### config.mk
export PLATFORM = sky130hd
export DESIGN_NAME = ddr_cmd_monitor
export DESIGN_NICKNAME = d
export VERILOG_FILES = /design/src/rtl/ddr_mon_pkg.sv /design/src/rtl/ddr_cmd_decode.sv /design/src/rtl/ddr_legal_check.sv /design/src/rtl/ddr_bank_fsm.sv /design/src/rtl/ddr_cmd_monitor.sv
export SDC_FILE = /design/constraint.sdc
export NUM_CORES = 1
export LEC_CHECK = 0
export BUFFER_PORTS_ARGS = -buffer_cell sky130_fd_sc_hd__buf_2
export CORE_MARGIN = 2
export CORE_UTILIZATION = 41
export DETAILED_ROUTE_END_ITERATION = 10
export GPL_ROUTABILITY_DRIVEN = 0
export PLACE_DENSITY = 0.62
export SLEW_MARGIN = 40
export SYNTH_ARGS = -nofsm -noshare
export SYNTH_HDL_FRONTEND = slang
export SYNTH_HIERARCHICAL = 1
export SYNTH_SLANG_ARGS = --single-unit
### constraint.sdc
create_clock -name clk_i -period 8.6 [get_ports clk_i]
set_input_delay 1.72 -clock clk_i [delete_from_list [all_inputs] [get_ports clk_i]]
set_output_delay 1.72 -clock clk_i [all_outputs]
set_load 0.01 [all_outputs]
### src/rtl/ddr_mon_pkg.sv
package ddr_mon_pkg;
  typedef enum logic [3:0] {
    CMD_NOP   = 4'd0,
    CMD_ACT   = 4'd1,
    CMD_READ  = 4'd2,
    CMD_WRITE = 4'd3,
    CMD_PRE   = 4'd4,
    CMD_REF   = 4'd5,
    CMD_MRS   = 4'd6,
    CMD_TERM  = 4'd7,
    CMD_DESEL = 4'd8
  } cmd_e;

  typedef enum logic [2:0] {
    BK_IDLE     = 3'd0,
    BK_ACTIVE   = 3'd1,
    BK_READ     = 3'd2,
    BK_WRITE    = 3'd3,
    BK_READ_AP  = 3'd4,
    BK_WRITE_AP = 3'd5,
    BK_PRECHG   = 3'd6
  } bank_e;
endpackage

### src/rtl/ddr_cmd_decode.sv
module ddr_cmd_decode
  import ddr_mon_pkg::*;
(
  input  logic cke_i,
  input  logic cs_ni,
  input  logic ras_ni,
  input  logic cas_ni,
  input  logic we_ni,
  output cmd_e cmd_o
);
  always_comb begin
    if (!cke_i) cmd_o = CMD_NOP;
    else if (cs_ni) cmd_o = CMD_DESEL;
    else begin
      case ({ras_ni, cas_ni, we_ni})
        3'b111:  cmd_o = CMD_NOP;
        3'b011:  cmd_o = CMD_ACT;
        3'b101:  cmd_o = CMD_READ;
        3'b100:  cmd_o = CMD_WRITE;
        3'b010:  cmd_o = CMD_PRE;
        3'b001:  cmd_o = CMD_REF;
        3'b000:  cmd_o = CMD_MRS;
        default: cmd_o = CMD_TERM;
      endcase
    end
  end
endmodule

### src/rtl/ddr_legal_check.sv
module ddr_legal_check
  import ddr_mon_pkg::*;
#(
  parameter int NUM_BANKS = 4,
  parameter int MODE_W    = 3,
  localparam int BA_W     = $clog2(NUM_BANKS)
) (
  input  cmd_e                        cmd_i,
  input  logic [BA_W-1:0]             ba_i,
  input  logic [MODE_W-1:0]           mode_i,
  input  bank_e [NUM_BANKS-1:0]       st_i,
  input  logic                        ap_run_i,
  output logic                        illegal_o
);
  logic  all_idle;
  bank_e tgt;

  assign tgt = st_i[ba_i];

  always_comb begin
    all_idle = 1'b1;
    for (int i = 0; i < NUM_BANKS; i++)
      if (st_i[i] != BK_IDLE) all_idle = 1'b0;
  end

  always_comb begin
    illegal_o = 1'b0;
    case (cmd_i)
      CMD_ACT:   illegal_o = (tgt != BK_IDLE);
      CMD_READ,
      CMD_WRITE: illegal_o = ap_run_i || !(tgt inside {BK_ACTIVE, BK_READ, BK_WRITE});
      CMD_TERM:  illegal_o = !(tgt inside {BK_ACTIVE, BK_READ});
      CMD_REF:   illegal_o = !all_idle;
      CMD_MRS:   illegal_o = !all_idle || (ba_i[BA_W-1:1] != '0) ||
                             ((ba_i == '0) && !(mode_i inside {MODE_W'(1), MODE_W'(2), MODE_W'(3)}));
      default:   illegal_o = 1'b0;
    endcase
  end
endmodule

### src/rtl/ddr_bank_fsm.sv
module ddr_bank_fsm
  import ddr_mon_pkg::*;
#(
  parameter int BA_W = 2,
  parameter int IDX  = 0
) (
  input  logic            clk_i,
  input  logic            rst_ni,
  input  cmd_e            cmd_i,       // already masked when illegal
  input  logic [BA_W-1:0] ba_i,
  input  logic            a10_i,
  input  logic            owner_end_i,
  output bank_e           state_o
);
  bank_e st_q, st_d;
  logic  sel;

  assign sel = (ba_i == BA_W'(IDX));

  always_comb begin
    st_d = st_q;
    if (st_q == BK_PRECHG) st_d = BK_IDLE;
    else if (owner_end_i)
      st_d = (st_q inside {BK_READ_AP, BK_WRITE_AP}) ? BK_PRECHG : BK_ACTIVE;
    case (cmd_i)
      CMD_ACT:   if (sel) st_d = BK_ACTIVE;
      CMD_READ:  if (sel) st_d = a10_i ? BK_READ_AP : BK_READ;
      CMD_WRITE: if (sel) st_d = a10_i ? BK_WRITE_AP : BK_WRITE;
      CMD_TERM:  if (sel && st_q == BK_READ) st_d = BK_ACTIVE;
      CMD_PRE:   if (sel || a10_i)
                   st_d = (st_q inside {BK_IDLE, BK_PRECHG}) ? BK_IDLE : BK_PRECHG;
      default:   ;
    endcase
  end

  always_ff @(posedge clk_i or negedge rst_ni)
    if (!rst_ni) st_q <= BK_IDLE;
    else         st_q <= st_d;

  assign state_o = st_q;

  AST_IDLE_EXIT: assert property (@(posedge clk_i) disable iff (!rst_ni)
    st_q == BK_IDLE |=> st_q inside {BK_IDLE, BK_ACTIVE});
  AST_PRECHG_ONE: assert property (@(posedge clk_i) disable iff (!rst_ni)
    st_q == BK_PRECHG |=> st_q == BK_IDLE);
endmodule

### src/rtl/ddr_cmd_monitor.sv
module ddr_cmd_monitor
  import ddr_mon_pkg::*;
#(
  parameter int NUM_BANKS = 4,
  parameter int MODE_W    = 3,
  parameter logic [MODE_W-1:0] MODE_RST = 3'd2,
  localparam int BA_W     = $clog2(NUM_BANKS),
  localparam int ST_W     = $bits(bank_e),
  localparam int MAX_CODE = 3,
  localparam int MAX_CLK  = (1 << MAX_CODE) / 2,
  localparam int BST_W    = $clog2(MAX_CLK + 1)
) (
  input  logic                      clk_i,
  input  logic                      rst_ni,
  input  logic                      cke_i,
  input  logic                      cs_ni,
  input  logic                      ras_ni,
  input  logic                      cas_ni,
  input  logic                      we_ni,
  input  logic [BA_W-1:0]           ba_i,
  input  logic                      a10_i,
  input  logic [MODE_W-1:0]         mode_i,
  output logic [3:0]                cmd_o,
  output logic [NUM_BANKS*ST_W-1:0] bank_state_o,
  output logic                      illegal_o,
  output logic                      burst_active_o
);
  cmd_e                  cmd, cmd_ok, cmd_q;
  bank_e [NUM_BANKS-1:0] st;
  logic [NUM_BANKS-1:0]  own_end;
  logic [MODE_W-1:0]     bl_q;
  logic [BST_W-1:0]      cnt_q, burst_clks;
  logic [BA_W-1:0]       own_q;
  logic                  illegal, ill_q, ap_run, new_burst, stop_burst;

  ddr_cmd_decode u_dec (
    .cke_i (cke_i), .cs_ni (cs_ni), .ras_ni (ras_ni),
    .cas_ni(cas_ni), .we_ni (we_ni), .cmd_o (cmd)
  );

  assign ap_run = (cnt_q != '0) && (st[own_q] inside {BK_READ_AP, BK_WRITE_AP});

  ddr_legal_check #(.NUM_BANKS(NUM_BANKS), .MODE_W(MODE_W)) u_chk (
    .cmd_i (cmd), .ba_i (ba_i), .mode_i (mode_i),
    .st_i  (st),  .ap_run_i (ap_run), .illegal_o (illegal)
  );

  assign cmd_ok     = illegal ? CMD_NOP : cmd;
  assign new_burst  = cmd_ok inside {CMD_READ, CMD_WRITE};
  assign stop_burst = ((cmd_ok == CMD_PRE) && (a10_i || ba_i == own_q)) ||
                      ((cmd_ok == CMD_TERM) && (ba_i == own_q));
  // two beats per clock: BL/2 clocks
  assign burst_clks = BST_W'(1) << (bl_q - MODE_W'(1));

  for (genvar i = 0; i < NUM_BANKS; i++) begin : g_bank
    assign own_end[i] = (cnt_q != '0) && (own_q == BA_W'(i)) &&
                        ((cnt_q == BST_W'(1)) || (new_burst && ba_i != own_q));
    ddr_bank_fsm #(.BA_W(BA_W), .IDX(i)) u_bank (
      .clk_i (clk_i), .rst_ni (rst_ni), .cmd_i (cmd_ok), .ba_i (ba_i),
      .a10_i (a10_i), .owner_end_i (own_end[i]), .state_o (st[i])
    );
    assign bank_state_o[i*ST_W +: ST_W] = st[i];
  end

  always_ff @(posedge clk_i or negedge rst_ni) begin
    if (!rst_ni) begin
      cnt_q <= '0;
      own_q <= '0;
      bl_q  <= MODE_RST;
      cmd_q <= CMD_NOP;
      ill_q <= 1'b0;
    end else begin
      cmd_q <= cmd;
      ill_q <= illegal;
      if (new_burst) begin
        cnt_q <= burst_clks;
        own_q <= ba_i;
      end else if (stop_burst) cnt_q <= '0;
      else if (cnt_q != '0)    cnt_q <= cnt_q - BST_W'(1);
      if (cmd_ok == CMD_MRS && ba_i == '0) bl_q <= mode_i;
    end
  end

  assign cmd_o          = cmd_q;
  assign illegal_o      = ill_q;
  assign burst_active_o = (cnt_q != '0);

  AST_BURST_OWNER: assert property (@(posedge clk_i) disable iff (!rst_ni)
    cnt_q != '0 |-> st[own_q] inside {BK_READ, BK_WRITE, BK_READ_AP, BK_WRITE_AP});
  AST_DESEL_QUIET: assert property (@(posedge clk_i) disable iff (!rst_ni)
    (cke_i && cs_ni) |=> (!illegal_o && cmd_o == CMD_DESEL));
  AST_REF_BUSY: assert property (@(posedge clk_i) disable iff (!rst_ni)
    (cke_i && !cs_ni && {ras_ni, cas_ni, we_ni} == 3'b001 && bank_state_o != '0)
      |=> illegal_o);
  AST_MRS_RSVD: assert property (@(posedge clk_i) disable iff (!rst_ni)
    (cke_i && !cs_ni && {ras_ni, cas_ni, we_ni} == 3'b000 && ba_i[BA_W-1])
      |=> illegal_o);
endmodule

### Yosys cells after proc, flatten, opt, wreduce, memory -nomap -nowiden

Cells that the tools add are included.

* register bits after elaboration: 25
* input bits: 13
* output and inout bits: 18
* word-level logic and storage cells: 183

* add/subtract/negate cells: 2
* order comparisons: 2
* equal/unequal tests: 51
* shifts and indexed selects: 1
* mux-type cells: 58
* reductions and logical operators: 60

Operators with widths (count)
* 3-bit two-way mux: 43
* 3-bit case mux with 5 select lines: 4
* 3-bit == test (second input constant): 17
* 3-bit by 2-bit == test with 1-bit output (second input constant): 10
* 3-bit nonzero test: 9
* 4-bit by 3-bit == test with 1-bit output (second input constant): 6
* 2-bit nonzero test: 11
* 3-bit case mux with 7 select lines: 1
* 1-bit logical AND: 18
* 4-bit by 2-bit == test with 1-bit output (second input constant): 4
* 3-bit zero test: 5
* 3-bit binary-select mux with 2-bit select: 2
* 3-bit by 1-bit == test with 1-bit output (second input constant): 4
* 4-bit two-way mux: 3
* 1-bit logical OR: 10
* 2-bit == test (second input constant): 4
* 4-bit by 1-bit == test with 1-bit output (second input constant): 2
* 2-bit by 3-bit less-than comparator with 1-bit output (second input constant): 2
* 3-bit by 1-bit subtractor with 3-bit output (second input constant): 2
* 1-bit case mux with 5 select lines: 1
* 2-bit by 1-bit == test with 1-bit output (second input constant): 2
* 1-bit zero test: 4
* 2-bit zero test: 2
* 1-bit two-way mux: 4
* other kinds (4): 4

### Depth between registers and ports, before layout

* depth after elaboration: 19
* gate-level depth with buffers: 18

### Hierarchy

Netlist, hierarchy kept.

Modules (own cells, without submodules)
* ddr_bank_fsm at g_bank[1].u_bank ...: times used 2, cells an instance 53, area an instance 401.6 um^2
* ddr_cmd_monitor: times used 1, cells an instance 77, area an instance 788.3 um^2
* ddr_bank_fsm at g_bank[3].u_bank: times used 1, cells an instance 59, area an instance 425.4 um^2
* ddr_bank_fsm at g_bank[0].u_bank: times used 1, cells an instance 53, area an instance 405.4 um^2
* ddr_legal_check: times used 1, cells an instance 21, area an instance 185.2 um^2
* ddr_cmd_decode: times used 1, cells an instance 9, area an instance 73.8 um^2

### Least setup slack after synthesis

Ideal clock, no wire load.

* path type: input port to flip-flop
* from: input port cs_ni
* to: register g_bank[2].u_bank.st_q[1]
* arrival: 4.853 ns
* data required time: 8.471 ns
* path slack: 3.618 ns
* cell stages on the path: 16
* buffers on the path: 1
* path through: nand2b_4 -> a211oi_1 -> nor3b_1 -> nand4_1 -> a21oi_1 -> a2111oi_2 -> or4b_4 -> buf_6 -> a21oi_2 -> o21ai_2 -> nor3b_2 -> nand2b_1 -> o311ai_1 -> a21oi_1 -> a211oi_1 -> o41a_1

* word-level cells in the longest chain between the ends: 15
* elaborated cells on any way between the ends: 28
* those cells by class: 11 x eq/ne; 12 x mux; 5 x reduce/logical

Ends and longest elaborated chain
* from (decl): line ddr_cmd_monitor.sv:16 `input logic cs_ni,`
* 4-bit two-way mux (*): line ddr_cmd_decode.sv:13 `else if (cs_ni) cmd_o = CMD_DESEL;`
* 4-bit two-way mux (*): line ddr_cmd_decode.sv:12 `if (!cke_i) cmd_o = CMD_NOP;`
* via cmd[2]: line ddr_cmd_monitor.sv:28 `cmd_e cmd, cmd_ok, cmd_q;`
* 4-bit by 2-bit == test with 1-bit output: line ddr_legal_check.sv:28 `case (cmd_i)`
* 2-bit OR reduction: line ddr_legal_check.sv:28
* 1-bit case mux with 5 select lines (*): line ddr_legal_check.sv:28
* via illegal: line ddr_cmd_monitor.sv:34 `logic illegal, ill_q, ap_run, new_burst, stop_burst;`
* 4-bit two-way mux (*): line ddr_cmd_monitor.sv:48 `assign cmd_ok = illegal ? CMD_NOP : cmd;`
* [... 3 more ...]
* 1-bit logical OR (*): line ddr_cmd_monitor.sv:57 `((cnt_q == BST_W'(1)) || (new_burst && ba_i != own_q));`
* 1-bit logical AND (*): line ddr_cmd_monitor.sv:56 `assign own_end[i] = (cnt_q != '0) && (own_q == BA_W'(i)) &&`
* via own_end[2]: line ddr_cmd_monitor.sv:30 `logic [NUM_BANKS-1:0] own_end;`
* 3-bit two-way mux (*): line ddr_bank_fsm.sv:23 `else if (owner_end_i)`
* 3-bit two-way mux (*): line ddr_bank_fsm.sv:22 `if (st_q == BK_PRECHG) st_d = BK_IDLE;`
* 3-bit two-way mux (on tied branches)
* 3-bit case mux with 5 select lines (*): line ddr_bank_fsm.sv:25 `case (cmd_i)`
* via g_bank[2].u_bank.st_d[1]: line ddr_bank_fsm.sv:15 `bank_e st_q, st_d;`
* to (signal assigned): line ddr_bank_fsm.sv:38 `else st_q <= st_d;`
* to (decl): line ddr_bank_fsm.sv:15

The timed path passes the listed nets; every way through them passes the cells marked *.
A chain may end at the register's enable or synchronous reset.

### Worst setup path after layout

* from: input port ba_i[0]
* to: register g_bank[1].u_bank.st_q[1]

* word-level cells in the longest chain between the ends: 17
* elaborated cells on any way between the ends: 37
* those cells by class: 10 x eq/ne; 12 x mux; 15 x reduce/logical

Ends and longest elaborated chain
* from (decl): line ddr_cmd_monitor.sv:20 `input logic [BA_W-1:0] ba_i,`
* 3-bit binary-select mux with 2-bit select: line ddr_legal_check.sv:18 `assign tgt = st_i[ba_i];`
* 3-bit two-way mux (not written as such): line ddr_legal_check.sv:18
* 3-bit by 1-bit == test with 1-bit output, or another cell as far along: line ddr_legal_check.sv:31, ddr_legal_check.sv:32
* 3-bit nonzero test: line ddr_legal_check.sv:31 `CMD_WRITE: illegal_o = ap_run_i || !(tgt inside {BK_ACTIVE, BK_READ, BK_WRITE});`
* 1-bit zero test: line ddr_legal_check.sv:31
* 1-bit logical OR: line ddr_legal_check.sv:31
* 1-bit case mux with 5 select lines (*): line ddr_legal_check.sv:28
* via illegal: line ddr_cmd_monitor.sv:34
* [... 4 more ...]
* 1-bit logical OR (*): line ddr_cmd_monitor.sv:57
* 1-bit logical AND (*): line ddr_cmd_monitor.sv:56
* via own_end[1]: line ddr_cmd_monitor.sv:30
* 3-bit two-way mux (*): line ddr_bank_fsm.sv:23
* 3-bit two-way mux (*): line ddr_bank_fsm.sv:22
* 3-bit two-way mux (on tied branches)
* 3-bit case mux with 5 select lines (*): line ddr_bank_fsm.sv:25
* via g_bank[1].u_bank.st_d[1]: line ddr_bank_fsm.sv:15
* to (signal assigned): line ddr_bank_fsm.sv:38
* to (decl): line ddr_bank_fsm.sv:15

The timed path passes the listed nets; every way through them passes the cells marked *. The select of a mux whose other input is x is not followed.

==> metrics.yaml <==
crit_type: "input pin to register"
initial_core_util_pct: 42.2
area_growth_pct: 7.33
r2r.worst_path.cells: 16
path_clk_slew_ns: 0.09
postCtsSetupBuffers: 0
rows: 29
h-tree-depth: 1
synth_edf_count: 0
ys.flop_type: "dfrtp_1"
finalHoldViolCount: 0
drt_pre_antenna_iters: 5
ys_ff_latch: 25
max_cap_viol_count: 0
worstHoldPathCells: 1
clock_latency_ns: 0.28
antenna_found_initial: 0
diodes: 0
cp-start-kind: "input pin"
cts.sinks: 25
p_leak_uw: 0.00120
critPathArrivalTime_ns: 5.29
tns_ns: 0
setup_viol: 0
synth-async-reset-ratio_pct: 100
ys_warn_count: 6
vdd_ir_drop_max_mv: 0.121
ant_nets: 0
grt_overflow: 0
cts_buffers: 3
die_w_um: 84.9
syn-num-nets: 341
track_usage_pct: 18.6
final_cell_mix: "nor2_1, buf_2, o21ai_0"
worstMarginPinSlew_ns: 0.755
routed_wl_mm: 6.61
die_area_mm2: 0.00720
post-dp-hpwl_mm: 4.52
cp_max_fo: 20
hold_class: "register to register"
grt_max_degree: 52
cts_resized: 0
clockBufferDepth: 2
viasPerCell: 5.94
numPortBuffers: 30
grt_pass1_wl_mm: 11.2
cts_tree: "yes"
pin_count: 31
relSlewSlack_pct: 49.7
finalCritPeriodShare_pct: 59.6
cts_hold_buf: 0
netlist_instances: 325
min_period_ns: 5.12
detail_route.wl_per_cell_um: 15.6
nets: 364
ys_seq_area_share_pct: 23.4
outcome: "completed"
dr_total_vias: 2518
final_common_cell: "nor2_1"
cp.required_ns: 8.77
cts-root-buf: "clkbuf_8"
drcViolationCount: 0
layout-drive-gt1-share_pct: 21.9
yosysUniqueCellTypes: 77
coreArea_mm2: 0.00635
crit_path_end_kind: "register"
netlist_area_mm2: 0.00268
fmax_ghz: 0.195
num-fill-cells: 647
finalPower_uw: 665
drt_iter0_drc: 230
avgSynthCellArea_um2: 8.25
rsz0062_at_grt: "no"
grt_pass1_vias: 2318
die_h_um: 84.9
final.setup_skew_ns: 0.00393
maxSlewViolCount: 0
power.density_mw_per_mm2: 231
## cell usage after synthesis, types with 4 or more instances
library cell / n / share of area [%]
xnor2_1: 8 / 2.6
a21oi_1: 12 / 2.2
dfrtp_1: 24 / 22
a211oi_1: 4 / 1.1
inv_1: 15 / 2.1
o21ai_0: 25 / 4.7
a21o_1: 4 / 1.1
nor3_1: 9 / 1.7
xor2_1: 6 / 2.0
mux2i_1: 4 / 1.5
nand2_1: 20 / 2.8
nand3_1: 13 / 2.4
nand3b_1: 12 / 3.4
nor2_1: 33 / 4.6
o311ai_1: 4 / 1.3
buf_6: 5 / 2.1
nand2b_1: 10 / 2.3
a21boi_0: 8 / 2.2
nor2b_1: 9 / 2.1
## sequential cells by signal, summed over array words and instances, names as in the netlist
| register | count |
|---|---|
| bl_q | 3 |
| cmd_o | 4 |
| cnt_q | 3 |
| g_bank.u_bank/state_o | 12 |
| illegal_o | 1 |
| own_q | 2 |
## report_power, final
group / total [uW] / switching (uW) / internal [uW] / leakage [uW]
clock network: 74.0 / 41.4 / 32.6 / 0.0000255
registers: 241 / 84.5 / 156 / 0.000319
logic: 350 / 181 / 169 / 0.000854
## final cells by class
class	instances	area, um^2	share of cell area, %
multi-input cells	273	1900	66.1
flip-flops and latches	25	627	21.8
repair buffers	30	150	5.22
well taps	77	96.3	3.35
inverters	15	56.3	1.96
clock buffers	3	41.3	1.43
clock inverters	1	5.00	0.174
## worst max-delay path: stages
cell	delay (ns)
buf_2	0.34
mux4_2	0.60
xnor2_1	0.14
nor3_1	0.23
a2111oi_2	0.12
or4b_4	0.63
a21oi_2	0.15
o21ai_2	0.12
nor3b_2	0.31
nand2b_1	0.18
o311ai_1	0.10
a21oi_1	0.14
a211oi_1	0.06
o41a_1	0.44
## per-layer routing
layer  vias up  global-route usage, %  routed length, um
met5         -                      0                  0
met4         0                   4.76                 77
met3         7                   1.65                317
met2        75                   30.3               3100
met1      1183                   26.8               3120
li1       1253                      -                  -
## logic make-up after synthesis
| kind of cell | count (synthesis) | synth area share [%] |
|---|---|---|
| simple gates | 145 | 32.0 |
| flops | 25 | 23.4 |
| compound gates | 101 | 27.3 |
| xor+xnor | 14 | 4.57 |
| fa+ha+maj | 3 | 1.40 |
| mux | 10 | 5.27 |
| buf+inv | 27 | 6.11 |
## path summary, 6_finish.rpt
path,slack [ns],endpoint,start
max in group asynchronous,6.80,bl_q[1]$_DFFE_PN1P_,rst_ni
hold / removal,0.53,cnt_q[1]$_DFFE_PN0P_,cnt_q[1]$_DFFE_PN0P_
min in group asynchronous,1.43,cmd_o[0]$_DFF_PN0_,rst_ni
setup / recovery,3.48,g_bank[1].u_bank/state_o[1]$_DFF_PN0_,ba_i[0]
hold reg to reg,0.53,cnt_q[1]$_DFFE_PN0P_,cnt_q[1]$_DFFE_PN0P_
setup reg to reg,4.75,g_bank[1].u_bank/state_o[1]$_DFF_PN0_,g_bank[2].u_bank/state_o[2]$_DFF_PN0_
## per-stage QoR
step | instance area [um^2] | cells | hold WS (ns) | worst slack (ns) | utilization, %
floorplan | 2680 | 325 | 0.495 | 3.62 | -
global placement | 2820 | 420 | 0.517 | 3.24 | 44.4
detailed placement | 2830 | 420 | 0.520 | 2.99 | 44.5
CTS | 2870 | 424 | 0.538 | 3.28 | 45.2
global route | 2880 | 424 | 0.577 | 3.17 | 45.3
finish | 2880 | 424 | 0.534 | 3.48 | 45.3
Note: power is estimated with default switching activity, not from simulation.
